$ cat src/rtl/fw_pkg.sv
package fw_pkg;

   typedef enum logic {
      FW_SEL_MODE = 1'b0,
      FW_SEL_POL  = 1'b1
   } fw_sel_e;

   // position of the low-power bit in the mode word
   function automatic int fw_lpm_bit(input int n_wake, input int n_alarm);
      return n_wake + n_alarm;
   endfunction

endpackage

$ cat src/rtl/fw_cfg_regs.sv
module fw_cfg_regs
   import fw_pkg::*;
#(
   parameter int N_WAKE  = 16,
   parameter int N_ALARM = 3,
   localparam int CFG_W  = N_WAKE + N_ALARM + 1
) (
   input  logic               clk,
   input  logic               rst_n,
   input  logic               we,
   input  logic               addr,
   input  logic [CFG_W-1:0]   wdata,
   output logic [N_WAKE-1:0]  wake_en,
   output logic [N_ALARM-1:0] alarm_en,
   output logic [N_WAKE-1:0]  pol,
   output logic               lpm,
   output logic               mode_wr
);

   localparam int LPM_BIT = fw_lpm_bit(N_WAKE, N_ALARM);

   fw_sel_e sel;
   assign sel     = fw_sel_e'(addr);
   assign mode_wr = we && (sel == FW_SEL_MODE);

   always_ff @(posedge clk or negedge rst_n) begin
      if (!rst_n) begin
         wake_en  <= '0;
         alarm_en <= '0;
         lpm      <= 1'b0;
         pol      <= '0;
      end else if (we) begin
         if (sel == FW_SEL_MODE) begin
            wake_en  <= wdata[N_WAKE-1:0];
            alarm_en <= wdata[LPM_BIT-1:N_WAKE];
            lpm      <= wdata[LPM_BIT];
         end else begin
            pol      <= wdata[N_WAKE-1:0];
         end
      end
   end

endmodule

$ cat src/rtl/fw_src_detect.sv
module fw_src_detect #(
   parameter int N_WAKE  = 16,
   parameter int N_ALARM = 3
) (
   input  logic [N_WAKE-1:0]  pin,
   input  logic [N_WAKE-1:0]  pin_en,
   input  logic [N_WAKE-1:0]  pol,
   input  logic [N_ALARM-1:0] alarm,
   input  logic [N_ALARM-1:0] alarm_en,
   output logic               hit
);

   logic [N_WAKE-1:0]  pin_hit;
   logic [N_ALARM-1:0] alarm_hit;

   // one level comparator per wake pin
   for (genvar i = 0; i < N_WAKE; i++) begin : g_pin
      assign pin_hit[i] = pin_en[i] && (pin[i] == pol[i]);
   end

   for (genvar j = 0; j < N_ALARM; j++) begin : g_alarm
      assign alarm_hit[j] = alarm_en[j] && alarm[j];
   end

   assign hit = (|pin_hit) || (|alarm_hit);

endmodule

$ cat src/rtl/fw_wait_fsm.sv
module fw_wait_fsm (
   input  logic clk,
   input  logic rst_n,
   input  logic wfe,
   input  logic lpm,
   input  logic hit,
   input  logic ack,
   input  logic clr_blocked,
   output logic waiting,
   output logic restart,
   output logic blocked
);

   logic restart_q;
   logic try_enter;
   logic wake_now;

   assign try_enter = wfe && lpm && !waiting;
   assign wake_now  = waiting && hit;
   // the gate path raises the request before any edge
   assign restart   = restart_q || wake_now;

   always_ff @(posedge clk or negedge rst_n) begin
      if (!rst_n) begin
         waiting   <= 1'b0;
         restart_q <= 1'b0;
         blocked   <= 1'b0;
      end else begin
         if (wake_now)
            waiting <= 1'b0;
         else if (try_enter && !hit)
            waiting <= 1'b1;

         if (wake_now)
            restart_q <= 1'b1;
         else if (ack)
            restart_q <= 1'b0;

         if (try_enter && hit)
            blocked <= 1'b1;
         else if (clr_blocked)
            blocked <= 1'b0;
      end
   end

endmodule

$ cat src/rtl/fast_wake_ctl.sv
module fast_wake_ctl #(
   parameter int N_WAKE  = 16,
   parameter int N_ALARM = 3,
   localparam int CFG_W  = N_WAKE + N_ALARM + 1
) (
   input  logic               clk,
   input  logic               rst_n,
   input  logic               cfg_we,
   input  logic               cfg_addr,
   input  logic [CFG_W-1:0]   cfg_wdata,
   input  logic [N_WAKE-1:0]  wake_pin,
   input  logic [N_ALARM-1:0] alarm_in,
   input  logic               wfe_strobe,
   input  logic               wake_ack,
   output logic               wake_req,
   output logic               in_wait,
   output logic               osc_restart_req,
   output logic               entry_blocked
);

   if (N_WAKE < 1 || N_WAKE > 32) begin : g_bad_wake
      $error("fast_wake_ctl: N_WAKE must lie in 1..32");
   end
   if (N_ALARM < 1 || N_ALARM > 8) begin : g_bad_alarm
      $error("fast_wake_ctl: N_ALARM must lie in 1..8");
   end

   logic [N_WAKE-1:0]  pin_en_q;
   logic [N_ALARM-1:0] alarm_en_q;
   logic [N_WAKE-1:0]  pol_q;
   logic               lpm_q;
   logic               mode_wr;

   fw_cfg_regs #(.N_WAKE(N_WAKE), .N_ALARM(N_ALARM)) u_cfg (
      .clk      (clk),
      .rst_n    (rst_n),
      .we       (cfg_we),
      .addr     (cfg_addr),
      .wdata    (cfg_wdata),
      .wake_en  (pin_en_q),
      .alarm_en (alarm_en_q),
      .pol      (pol_q),
      .lpm      (lpm_q),
      .mode_wr  (mode_wr)
   );

   fw_src_detect #(.N_WAKE(N_WAKE), .N_ALARM(N_ALARM)) u_det (
      .pin      (wake_pin),
      .pin_en   (pin_en_q),
      .pol      (pol_q),
      .alarm    (alarm_in),
      .alarm_en (alarm_en_q),
      .hit      (wake_req)
   );

   fw_wait_fsm u_fsm (
      .clk         (clk),
      .rst_n       (rst_n),
      .wfe         (wfe_strobe),
      .lpm         (lpm_q),
      .hit         (wake_req),
      .ack         (wake_ack),
      .clr_blocked (mode_wr),
      .waiting     (in_wait),
      .restart     (osc_restart_req),
      .blocked     (entry_blocked)
   );

endmodule

$ cat config.mk
export PLATFORM = sky130hd
export DESIGN_NAME = fast_wake_ctl
export DESIGN_NICKNAME = d
export VERILOG_FILES = /design/src/rtl/fw_pkg.sv /design/src/rtl/fw_cfg_regs.sv /design/src/rtl/fw_src_detect.sv /design/src/rtl/fw_wait_fsm.sv /design/src/rtl/fast_wake_ctl.sv
export SDC_FILE = /design/constraint.sdc
export NUM_CORES = 1
export LEC_CHECK = 0
export ABC_AREA = 1
export BUFFER_PORTS_ARGS = -buffer_cell sky130_fd_sc_hd__buf_2
export CORE_UTILIZATION = 58
export CTS_BUF_LIST = sky130_fd_sc_hd__clkbuf_8
export CTS_CLUSTER_DIAMETER = 40
export DETAILED_ROUTE_END_ITERATION = 7
export GPL_ROUTABILITY_DRIVEN = 0
export PLACE_DENSITY = 0.84
export SLEW_MARGIN = 0
export SYNTH_ARGS = -nofsm -noshare
export SYNTH_HDL_FRONTEND = slang
export SYNTH_SLANG_ARGS = --single-unit
export TNS_END_PERCENT = 1
$ cat constraint.sdc
create_clock -name clk -period 2.7 [get_ports clk]
set_input_delay 0.135 -clock clk [delete_from_list [all_inputs] [get_ports clk]]
set_output_delay 0.135 -clock clk [all_outputs]
set_load 0.02 [all_outputs]
==> summary.txt <==
CP Class: register to primary output
Most frequent cells in the layout: nand2_1 (76), buf_2 (48), inv_1 (46)
Core Area: 0.00305 mm2
Largest net degree at the start of global routing: 40
CTS resizes: 0
Unrepaired setup endpoints after global routing: no
Area leader, netlist: dfrtp_1
Fin. max-slew vios: 0
Fin util: 72.7%
Setup Fix Bufs, Post-CTS: 0
Share of cells above drive strength 1: 23.3%
CP required: 2570 ps
CTS tree: done
Port bufs: 48
Skew-Pair Late Insertion Delay: 290 ps
Post-Syn Area per Cell: 7.83 um2
Clock power share: 29.0%
Post-synthesis register bit count: 39
Sequential cell area: 976 um2
# fillers: 258
Cell Int Power: 0.931 mW
Maxcap violations: 0
Sequential power share: 53.7%
Part of the power in combinational logic: 17.4%
FMAX: 585 MHz
Root Buffer: clkbuf_8
Pleak: 1.26 nW
Cell Chain, Critical Path: inv_1 -> nand2_1 -> nand3_1 -> o21ai_1 -> nor2_1 -> nand2_1 -> or2_1 -> buf_2
Clk_skew: 6.04 ps
Clk buf depth: 2
CP endpoint kind: primary output
Most common library cell in the layout ignoring fill and taps: nand2_1
Vias in the first global route: 1,515
Cell Pwr Density: 590 mW/mm2
Hold Fails Final Rpt: 0
Initial antenna violation count: 0
Routed wire length: 3.58 mm
Area share of the largest cell type after synthesis: 52.6%
Via count: 1,592
Yosys cell types: 20
Post-synthesis instance area: 0.00186 mm2
Worst Tran Pin Value: 905 ps
Syn_nets: 282
Post-synthesis sequential area ratio: 52.6%
Worst path slowest cell: dfrtp_1
Initial Utilization: 60.8%
GRT Total Usage: 24.6%
Setup TNS Final: 0 ps
First-pass GRT wire length: 6.19 mm
# rows: 20
Sw Pwr: 0.378 mW
Sink Count: 39
Htree depth: 2
Switching Share: 28.9%
First DRT Iteration DRCs: 83
Dpl hpwl: 2.42 mm
HP Class: input pin to register
Final Critical Period: 1710 ps
Final setup vio count: 0
Rel. slew slack: 39.5%
Antenna viol nets, final: 0
Most used cell, CP: nand2_1
Max stage delay on crit path: 390 ps
Synth-to-Final Area Change: 19.6%
Nets@finish: 332
Crit path launch type: register
Drt first pass iters: 4
Post-DR vias/cell: 4.80
Die Span Y: 58.6 um
Cells after Synth: 237
Cts bufs inserted: 5
Crit Path Max Fanout: 4
I/O Pins: 49
Run status: finished clean
CTS clk-pin slew, worst paths: 70 ps
DRC: 0
Tcrit/Tclk final: 63.3%
Die area: 0.00343 mm2
Final global-route overflow total: 0
Antenna Cells: 0
Maximum vdd drop: 0.513 mV
Worst Path Arrival: 1570 ps
Area of the multi-input gates: 682 um2
Yosys warning total: 0
Routed len/inst: 10.8 um
Chip width: 58.6 um
Synth area leaders: dfrtp_1 (53%), nand2_1 (15%), inv_1 (9.3%)
power groups by stage:
stage	Sequential [mW]	Clock [mW]	Combinational, mW
floorplan	0.705	0	0.148
global placement	0.709	0	0.219
detailed placement	0.712	0	0.227
CTS	0.703	0.388	0.232
global route	0.712	0.412	0.265
finish	0.703	0.379	0.228
per-layer routing:
metal  routed length, um  track usage [%]  vias to the layer above
li1                    -                -                      819
met5                   0                0                        -
met2                1820             45.3                       51
met4                  43             8.50                        0
met3                 196             6.37                        5
met1                1520             27.4                      717
worst max-delay path, delay by kind of cell, from the launching register on:
| family | cells | cell delay (ps) |
|---|---|---|
| AO/OA/AOI/OAI | 1 | 60 |
| flip-flops | 1 | 390 |
| buffers and inverters | 2 | 230 |
| AND/OR/NAND/NOR | 5 | 610 |
Yosys cell counts:
cell and n:
o21bai_2 1, nand2_1 76, o21ai_0 32, buf_2 2, nand2_2 1, nor2_2 2
nand3_1 13, a21oi_1 2, o21bai_1 1, nand3_2 2, nor2_1 6, or2_1 1
inv_1 46, mux2_2 4, or2_2 1, o21ai_1 2, dfrtp_1 39, clkbuf_1 4
xnor2_1 1, nor3_1 1
worst paths after layout:
check | from | endpoint | slack [ps] | cells past startpoint
max | u_cfg.pol[13] | wake_req | 990 | 8
min | cfg_wdata[18] | u_cfg.alarm_en[2] | 70 | 2
max reg2reg | u_cfg.pol[13] | u_fsm.restart_q | 1470 | 8
min reg2reg | u_cfg.pol[1] | u_cfg.pol[1] | 490 | 2
max in group asynchronous | rst_n | u_cfg.wake_en[12] | 1700 | 2
min in group asynchronous | rst_n | u_cfg.pol[9] | 480 | 2
kinds of logic after synthesis:
| group | synth area share (%) |
|---|---|
| muxes | 2.43 |
| xor gates and xnor gates | 0.472 |
| buffers and inverters | 10.7 |
| AOI/OAI and AO/OA | 10.7 |
| and+or+nand+nor | 23.1 |
| DFF | 52.6 |
through the flow:
stage	cell area, um2	std cells	setup slack, ps	power (mW)	hold WS, ps
6_report	2220	332	991	1.31	70.5
3_5_place_dp	2130	323	1340	0.939	283
3_3_place_gp	2130	323	1330	0.927	284
4_1_cts	2220	332	985	1.32	66.6
2_1_floorplan	1860	237	1490	0.853	-161
5_1_grt	2220	332	856	1.39	64.4
layout make-up:
cell class                      count  area share (%)
Sequential cell                    39            44.0
Clock inverter                      3           0.676
Multi-Input combinational cell    146            30.7
Tap cell                           44            2.48
Timing Repair Buffer               49            11.3
Inverter                           46            7.78
Clock buffer                        5            3.10
flip-flops by register name, summed over array words and instances (netlist names):
name / count
u_cfg.alarm_en: 3
u_cfg.lpm: 1
u_cfg.pol: 16
u_cfg.wake_en: 16
u_fsm.blocked: 1
u_fsm.restart_q: 1
u_fsm.waiting: 1
timing repair:
item | CTS | global route
endpoints found under the setup margin | 0 | 0
endpoints found under the hold margin | 39 | 0
hold buffers | 1 | 0
Power figures use the tool's default switching activity.
